File: src/rtl/pair_load_pkg.sv
package pair_load_pkg;

  typedef enum logic [2:0] {
    S_IDLE,
    S_CHECK,
    S_RD0,
    S_RD1,
    S_UPD,
    S_FIN,
    S_BAD
  } stateT;

  typedef struct packed {
    logic latchInstr;
    logic latchEa;
    logic memReq;
    logic selSecond;
    logic fprWr;
    logic gprWr;
    logic done;
    logic illegal;
  } strobeT;

endpackage

File: src/rtl/pair_load_dp.sv
module pair_load_dp
  import pair_load_pkg::*;
#(
  parameter int ADDR_W = 32,
  parameter int DATA_W = 64,
  parameter int IDX_W  = 5,
  parameter int DISP_W = 14,
  parameter int OPCODE = 57,
  parameter int STRIDE = 8
) (
  input  logic              clk,
  input  logic              rstN,
  input  strobeT            stb,
  input  logic [31:0]       instr,
  output logic              legal,
  output logic              baseZero,
  output logic [IDX_W-1:0]  gprRdIdx,
  input  logic [ADDR_W-1:0] gprRdData,
  output logic [IDX_W-1:0]  gprWrIdx,
  output logic [ADDR_W-1:0] gprWrData,
  output logic [IDX_W-1:0]  fprWrIdx,
  output logic [DATA_W-1:0] fprWrData,
  output logic [ADDR_W-1:0] memAddr,
  input  logic [DATA_W-1:0] memRdData
);

  localparam int INSTR_W = 32;
  localparam int OPC_W   = INSTR_W - 2 * IDX_W - DISP_W - 2;
  localparam int OPC_LO  = INSTR_W - OPC_W;
  localparam int FRT_LO  = OPC_LO - IDX_W;
  localparam int RA_LO   = FRT_LO - IDX_W;
  localparam int DISP_LO = 2;
  localparam int EXT_W   = ADDR_W - DISP_W - 2;

  logic [INSTR_W-1:0] instReg;
  logic [ADDR_W-1:0]  eaReg;
  logic [OPC_W-1:0]   opcField;
  logic [IDX_W-1:0]   frtField;
  logic [IDX_W-1:0]   raField;
  logic [DISP_W-1:0]  dispField;
  logic [1:0]         tailField;
  logic [ADDR_W-1:0]  offset;
  logic [ADDR_W-1:0]  baseVal;
  logic [ADDR_W-1:0]  eaNext;

  always_ff @(posedge clk or negedge rstN) begin
    if (!rstN) begin
      instReg <= '0;
      eaReg   <= '0;
    end else begin
      if (stb.latchInstr) instReg <= instr;
      if (stb.latchEa)    eaReg   <= eaNext;
    end
  end

  always_comb begin
    opcField  = instReg[INSTR_W-1 -: OPC_W];
    frtField  = instReg[FRT_LO +: IDX_W];
    raField   = instReg[RA_LO +: IDX_W];
    dispField = instReg[DISP_LO +: DISP_W];
    tailField = instReg[1:0];
    legal     = (opcField == OPC_W'(OPCODE)) && (tailField == 2'b00);
    baseZero  = (raField == '0);
    offset    = {{EXT_W{dispField[DISP_W-1]}}, dispField, 2'b00};
    baseVal   = baseZero ? '0 : gprRdData;
    eaNext    = offset + baseVal;
  end

  assign gprRdIdx  = raField;
  assign gprWrIdx  = raField;
  assign gprWrData = eaReg;
  assign memAddr   = stb.selSecond ? eaReg + ADDR_W'(STRIDE) : eaReg;
  assign fprWrIdx  = stb.selSecond ? frtField + IDX_W'(1) : frtField;
  assign fprWrData = memRdData;

endmodule

File: src/rtl/pair_load_ctrl.sv
module pair_load_ctrl
  import pair_load_pkg::*;
(
  input  logic   clk,
  input  logic   rstN,
  input  logic   start,
  input  logic   legal,
  input  logic   baseZero,
  input  logic   memRdValid,
  output strobeT stb
);

  stateT state, stateNext;

  always_ff @(posedge clk or negedge rstN) begin
    if (!rstN) state <= S_IDLE;
    else       state <= stateNext;
  end

  always_comb begin
    stateNext = state;
    unique case (state)
      S_IDLE:  if (start) stateNext = S_CHECK;
      S_CHECK: stateNext = legal ? S_RD0 : S_BAD;
      S_RD0:   if (memRdValid) stateNext = S_RD1;
      S_RD1:   if (memRdValid) stateNext = S_UPD;
      S_UPD:   stateNext = S_FIN;
      S_FIN:   stateNext = S_IDLE;
      S_BAD:   stateNext = S_IDLE;
      default: stateNext = S_IDLE;
    endcase
  end

  always_comb begin
    stb            = '0;
    stb.latchInstr = (state == S_IDLE) && start;
    stb.latchEa    = (state == S_CHECK) && legal;
    stb.memReq     = (state == S_RD0) || (state == S_RD1);
    stb.selSecond  = (state == S_RD1);
    stb.fprWr      = stb.memReq && memRdValid;
    stb.gprWr      = (state == S_UPD) && !baseZero;
    stb.done       = (state == S_FIN);
    stb.illegal    = (state == S_BAD);
  end

endmodule

File: src/rtl/pair_load_top.sv
module pair_load_top
  import pair_load_pkg::*;
#(
  parameter int ADDR_W = 32,
  parameter int DATA_W = 64,
  parameter int IDX_W  = 5,
  parameter int DISP_W = 14,
  parameter int OPCODE = 57,
  parameter int STRIDE = 8
) (
  input  logic              clk,
  input  logic              rstN,
  input  logic              start,
  input  logic [31:0]       instr,
  output logic [IDX_W-1:0]  gprRdIdx,
  input  logic [ADDR_W-1:0] gprRdData,
  output logic              gprWrEn,
  output logic [IDX_W-1:0]  gprWrIdx,
  output logic [ADDR_W-1:0] gprWrData,
  output logic              fprWrEn,
  output logic [IDX_W-1:0]  fprWrIdx,
  output logic [DATA_W-1:0] fprWrData,
  output logic              memReq,
  output logic [ADDR_W-1:0] memAddr,
  input  logic              memRdValid,
  input  logic [DATA_W-1:0] memRdData,
  output logic              done,
  output logic              illegal
);

  strobeT stb;
  logic   legal;
  logic   baseZero;

  pair_load_ctrl u_ctrl (
    .clk        (clk),
    .rstN       (rstN),
    .start      (start),
    .legal      (legal),
    .baseZero   (baseZero),
    .memRdValid (memRdValid),
    .stb        (stb)
  );

  pair_load_dp #(
    .ADDR_W (ADDR_W),
    .DATA_W (DATA_W),
    .IDX_W  (IDX_W),
    .DISP_W (DISP_W),
    .OPCODE (OPCODE),
    .STRIDE (STRIDE)
  ) u_dp (
    .clk       (clk),
    .rstN      (rstN),
    .stb       (stb),
    .instr     (instr),
    .legal     (legal),
    .baseZero  (baseZero),
    .gprRdIdx  (gprRdIdx),
    .gprRdData (gprRdData),
    .gprWrIdx  (gprWrIdx),
    .gprWrData (gprWrData),
    .fprWrIdx  (fprWrIdx),
    .fprWrData (fprWrData),
    .memAddr   (memAddr),
    .memRdData (memRdData)
  );

  assign gprWrEn = stb.gprWr;
  assign fprWrEn = stb.fprWr;
  assign memReq  = stb.memReq;
  assign done    = stb.done;
  assign illegal = stb.illegal;

endmodule

File: config.mk
export PLATFORM = sky130hd
export DESIGN_NAME = pair_load_top
export DESIGN_NICKNAME = d
export VERILOG_FILES = /design/src/rtl/pair_load_pkg.sv /design/src/rtl/pair_load_dp.sv /design/src/rtl/pair_load_ctrl.sv /design/src/rtl/pair_load_top.sv
export SDC_FILE = /design/constraint.sdc
export NUM_CORES = 1
export LEC_CHECK = 0
export ABC_CLOCK_PERIOD_IN_PS = 3450
export CAP_MARGIN = 10
export CORE_MARGIN = 3
export CORE_UTILIZATION = 25
export DETAILED_ROUTE_END_ITERATION = 16
export HOLD_SLACK_MARGIN = 0.08
export PLACE_DENSITY = 0.63
export RECOVER_POWER = 25
export SLEW_MARGIN = 20
export SYNTH_ARGS = -nofsm -noshare
export SYNTH_HDL_FRONTEND = slang
export SYNTH_SLANG_ARGS = --single-unit
File: constraint.sdc
create_clock -name clk -period 3.45 [get_ports clk]
set_clock_uncertainty 0.15 [all_clocks]
set_input_delay 0.69 -clock clk [delete_from_list [all_inputs] [get_ports clk]]
set_output_delay 0.69 -clock clk [all_outputs]
set_load 0.02 [all_outputs]
==> After elaboration in Yosys (flattened, before gate mapping) <==
Cells that the tools add are included.
{ "classes": {"addsub": 3, "n_eq_ne": 10, "n_mux": 8, "reduce_logical": 11} }
{ "op_table": {"columns": ["op", "n"], "rows": [
  ["2-to-1 mux 32 bit", 2],
  ["adder 32 bit", 1],
  ["adder 32 x 4 -> 32 bit, second input constant", 1],
  ["one-hot mux 3 bit (5 select lines)", 1],
  ["2-to-1 mux 3 bit", 4],
  ["== test 3 bit, second input constant", 3],
  ["== test 3 x 2 -> 1 bit, second input constant", 2],
  ["== test 6 bit, second input constant", 1],
  ["!= test 2 bit, second input constant", 3],
  ["adder 5 x 1 -> 5 bit, second input constant", 1],
  ["logical AND 1 bit", 5],
  ["logical NOT 5 bit", 1],
  ["2-to-1 mux 5 bit", 1],
  ["== test 3 x 1 -> 1 bit, second input constant", 1],
  ["logical NOT 3 bit", 1],
  ["AND reduction 3 bit", 1],
  ["logical NOT 2 bit", 1],
  ["logical NOT 1 bit", 1],
  ["logical OR 1 bit", 1]
]} }
{ "word_totals": {"register_bits": 67, "in_bits": 132, "wordCells": 35} }

==> Logic depth before layout (Yosys ltp) <==
{ "logic_depth": {"ltp_word": 4, "mapped_depth": 14, "mapped_depth_nobuf": 13} }

==> Modules after synthesis <==
A second synthesis with hierarchy kept.
{ "unflattened": {"cells_unflattened": 629, "area_unflattened_um2": 5733.0} }
{ "by_module_without_submodules": {"columns": ["module", "instances", "cells_per_inst", "area_per_inst_um2", "seq_area_each_um2"], "rows": [
  ["pair_load_dp", 1, 604, 5504.0, 1601.5],
  ["pair_load_ctrl", 1, 25, 229.0, 75.1]
]} }

==> Worst setup path after synthesis <==
No wires, ideal clock.
{ "synth_path": {"path_type": "reg2reg", "startpoint": "register u_dp.instReg[20]", "endpoint": "register u_dp.eaReg[30], in the netlist u_dp.gprWrData[30]", "setup_ns": 0.083, "arrival_time_ns": 2.633, "slack_ns": 0.584, "stages_incl_launch_ff": 15, "path_buffers": 1, "period_less_slack_ns": 2.866, "cell_sequence": "dfrtp_1 -> nor3_1 -> nand2_1 -> clkbuf_1 -> and2_1 -> ha_1 -> inv_1 -> fa_1 -> nand2b_1 -> a21oi_1 -> o21ai_1 -> o211ai_2 -> a41oi_1 -> xor2_1 -> o21ai_0"} }
{ "synth_via": {"elab_chain_len": 3} }
{ "synth_lines": {"columns": ["element", "line", "rtl"], "rows": [
  ["start: declaration", "pair_load_dp.sv:35", "logic [INSTR_W-1:0] instReg;"],
  ["start signal: assignment", "pair_load_dp.sv:51", "if (stb.latchInstr) instReg <= instr;"],
  ["logical NOT 5 bit", "pair_load_dp.sv:63", "baseZero = (raField == '0);"],
  ["2-to-1 mux 32 bit", "pair_load_dp.sv:65", "baseVal = baseZero ? '0 : gprRdData;"],
  ["adder 32 bit", "pair_load_dp.sv:66", "eaNext = offset + baseVal;"],
  ["end signal: assignment", "pair_load_dp.sv:52", "if (stb.latchEa) eaReg <= eaNext;"],
  ["end: declaration", "pair_load_dp.sv:36", "logic [ADDR_W-1:0] eaReg;"]
]} }
No other way between the ends.
A chain may end at the register's enable or synchronous reset.

==> Final worst setup path <==
{ "layout_path": {"startpoint": "register u_ctrl.state[2]", "endpoint": "output memAddr[10]"} }
{ "layout_via": {"elab_chain_len": 2} }
{ "layout_lines": {"columns": ["element", "line", "rtl"], "rows": [
  ["start: declaration", "pair_load_ctrl.sv:13", "stateT state, stateNext;"],
  ["start signal: assignment", "pair_load_ctrl.sv:17", "else state <= stateNext;"],
  ["== test 3 x 2 -> 1 bit", "pair_load_ctrl.sv:39", "stb.selSecond = (state == S_RD1);"],
  ["2-to-1 mux 32 bit", "pair_load_dp.sv:72", "assign memAddr = stb.selSecond ? eaReg + ADDR_W'(STRIDE) : eaReg;"],
  ["end: declaration", "pair_load_top.sv:24", "output logic [ADDR_W-1:0] memAddr,"]
]} }
No other way between the ends.

==> flow_summary_export.csv <==
group,metric,value,unit
power,seqPwrFrac,0.197,
sta,rsz0062_at_grt,"no",
worst_setup_path,crit_path_start_kind,"register",
layout,nets,912,
floorplan,dieArea,0.0243,sq mm
synth,yosys.area_share.simple,0.213,
clock_network,cts_tree,"done",
synth,synthMuxAreaShare,0.0641,
synth,syn_avg_cell_area,8.62,sq um
floorplan,io-pin-count,280,
floorplan,die_y,156,um
global_route,grt_overflow,0,
power,switchingPower,3210,uW
clock_network,clk_pin_slew,0.06,ns
sta,hold_violations,0,
outcome,status,"finished clean",
worst_setup_path,cp_top_family,"simple AND/OR/NAND/NOR gates",
worst_setup_path,critPathCaptureType,"primary output",
synth,synth_top_area_share,0.299,
place,placed_cell_area,0.00706,sq mm
synth,postSynth.asyncResetShare,1.00,
worst_setup_path,crit_required,2.61,ns
floorplan,coreArea,0.0220,sq mm
route,wl,15.2,mm
place,place_congestion,0.844,
layout,nFillCells,2251,
sta,setup_viol,0,
synth,synthesis.area,0.00561,sq mm
sta,fin_crit_sh,0.954,
sta,layout_setup_ws,0.157,ns
worst_setup_path,worstSetupPathType,"reg2out",
floorplan,start_util,0.255,
route,wl_per_cell,14.7,um
power,comb_power_share,0.672,
clock_network,cts_root_buf,"clkbuf_16",
sta,max-slew-margin-rel,0.375,
synth,ys_seq_elements,67,
route,drc,0,
floorplan,die_x,156,um
synth,synth_top_family_by_area,"simple AND/OR/NAND/NOR gates",
synth,netlist_instances,650,
synth,synth_xor_area_frac,0.0891,
place,place_ws,-0.0437,ns
floorplan,row_count,54,
layout,layout-drive-gt1-share,0.127,
synth,synth_flop_cell,"dfrtp_1",
synth,yosysWarnings,0,
worst_setup_path,cpMaxStageDelayCell,"clkdlybuf4s50_1",
synth,syn-num-nets,814,
synth,synth-compound-area-share,0.133,
clock_network,ctsHoldBuffers,0,
clock_network,htree_levels,3,
clock_network,clockBufferDepth,2,
synth,ys_top_cells_by_count,"86 x nand2_1, 77 x buf_4, 67 x dfrtp_1",
global_route,grt_usage,0.125,
place,numPortBuffers,151,
worst_setup_path,r2r_setup_slack,0.33,ns
worst_setup_path,rr_endpoint,"u_dp.gprWrData[27]",
clock_network,cts_sinks,67,
worst_setup_path,cp_slowest_stage_delay,0.62,ns
global_route,grt_pass1_vias,4620,
place,hpwl,12.8,mm
power,p_leak,0.00310,uW
power,p_per_area,958,mW/mm^2
synth,yosysMostFrequentCell,"nand2_1",
synth,synth.area.top_cells,"dfrtp_1 30%, buf_4 10%, ha_1 6.9%",
power,power_frac_clock,0.131,
power,internal-power,3850,uW
layout,syn_to_final_growth,31.5,%
route,drt-initial-drc-count,203,
layout,final_area,0.00737,sq mm
worst_setup_path,crit_arrival,2.45,ns
global_route,grt_pass1_wl,24.4,mm
global_route,antenna_found_initial,2,
sta,period_minus_slack,3.29,ns
synth,synth.distinct_cells,58,
clock_network,postCtsSetupBuffers,0,
worst_setup_path,path_cells,"nand2b_4, or2_1, nor2_4, and2_1, nand4_1, xnor2_1, clkdlybuf4s50_1",
synth,synth_area_leader_cell,"dfrtp_1",
route,first_pass_iters,4,
sta,fmax,0.304,GHz
worst_setup_path,path_buf_inv,1,
worst_setup_path,critical_path.max_fanout,5,
synth,seq_area_frac_synth,0.299,
sta,worstMarginPinSlew,0.938,ns
clock_network,insertion_delay,0.33,ns
worst_setup_path,r2r_start,"u_dp.instReg[20]",
synth,synth-edff-count,0,
synth,synth_fa_ha_area_frac,0.0728,
worst_setup_path,worstRegToRegCells,11,
sta,fin_hold_ws,0.258,ns
sta,slew_violations,0,
global_route,grt_max_degree,44,
layout,seqCellArea,0.00168,sq mm
power,switching_share,0.455,
min_path,worstHoldPathType,"in2async",
clock_network,cts_made_buffers,9,
route,ant_nets,0,
power,ir_drop,315,uV
run,max_cap_viol_count,0,
layout,multi_input_area,0.00323,sq mm
route,vias,4692,
clock_network,postCtsResizedCells,13,
route,viasPerCell,4.54,
==> cells by family (layout without fill, tap and decap cells) <==
kind of cell / count (synthesis) / count (layout)
flops: 67 / 67
other cells: 0 / 1
compound gates: 123 / 123
mux: 32 / 32
simple gates: 231 / 231
fa+ha+maj: 32 / 32
xor+xnor: 57 / 57
buf+inv: 108 / 211
==> worst max-delay path by stage <==
stage	to	cells after the start	slack (ns)	startpoint
after floorplan	u_dp.gprWrData[30]	14	0.58	u_dp.instReg[20]
after global placement	u_dp.gprWrData[30]	12	0.04	gprRdData[2]
after detailed placement	u_dp.gprWrData[30]	12	-0.04	gprRdData[2]
after CTS	memAddr[14]	8	0.01	u_ctrl.state[2]
after global routing	memAddr[31]	8	0.003	u_ctrl.state[2]
final	memAddr[10]	7	0.16	u_ctrl.state[2]
==> cell type report <==
class / count / share of cell area
Timing Repair Buffer: 187 / 0.242
Clock buffer: 10 / 0.0311
Antenna cell: 1 / 0.000340
Sequential cell: 67 / 0.228
Inverter: 8 / 0.00407
Multi-Input combinational cell: 475 / 0.438
Tap cell: 280 / 0.0475
Clock inverter: 6 / 0.00985
==> cell usage in the layout (no fill, tap or decap), drive strengths merged, types with 3 or more instances in the layout <==
cell           instances
a21oi                 39
and3                  12
and4                   4
a41oi                  3
o21bai                 3
o21a                   3
xnor2                 36
nor2b                  3
nand3                 19
a21o                   3
dlygate4sd2           11
inv                   10
mux2                  31
o21ai                 42
a31oi                  7
nand2                 86
o31ai                  3
xor2                  21
nor3                  11
nand2b                 5
dlymetal6s2s           6
nor2                  29
a21boi                 4
clkdlybuf4s50        132
clkbuf                13
and2                  34
ha                    31
o211ai                 8
or3                    3
buf                   34
nand4                 16
dfrtp                 67
==> sequential cells by signal (all words and copies together), names as in the netlist <==
signal	flops
u_ctrl.state	3
u_dp.gprWrData	32
u_dp.instReg	32
==> power groups by stage <==
stage	combinational [uW]	clock (uW)	sequential, uW
finish	4740	928	1390
CTS	4790	954	1400
global route	5220	991	1450
global placement	4760	0	1400
detailed placement	4810	0	1410
floorplan	3110	0	1470
==> routing by layer <==
layer / wire (um) / up-vias / GRT usage
li1: - / 2391 / -
met1: 7170 / 2165 / 0.167
met2: 6770 / 105 / 0.195
met3: 922 / 29 / 0.0350
met4: 320 / 2 / 0.0446
met5: 13 / - / 0
==> stage by stage <==
| stage | setup TNS, ns | power [uW] | std cells | util |
|---|---|---|---|---|
| after floorplan | 0 | 4580 | 650 | - |
| after global placement | 0 | 6160 | 1017 | 0.322 |
| after detailed placement | -0.0924 | 6220 | 1017 | 0.322 |
| after CTS | 0 | 7140 | 1033 | 0.335 |
| after global routing | 0 | 7660 | 1034 | 0.336 |
| final | 0 | 7060 | 1034 | 0.336 |
==> worst register-to-register path: stages, from the launching register on <==
cell      delay [ns]
dfrtp_1         0.41
nor3_1          0.19
nand2_1         0.11
buf_12          0.17
and2_1          0.17
ha_1            0.42
nand4_1         0.18
a2111o_1        0.48
a31oi_1         0.37
nand2_1         0.13
nor3_1          0.13
nand3b_1        0.13
(Power assumes the default switching activity.)
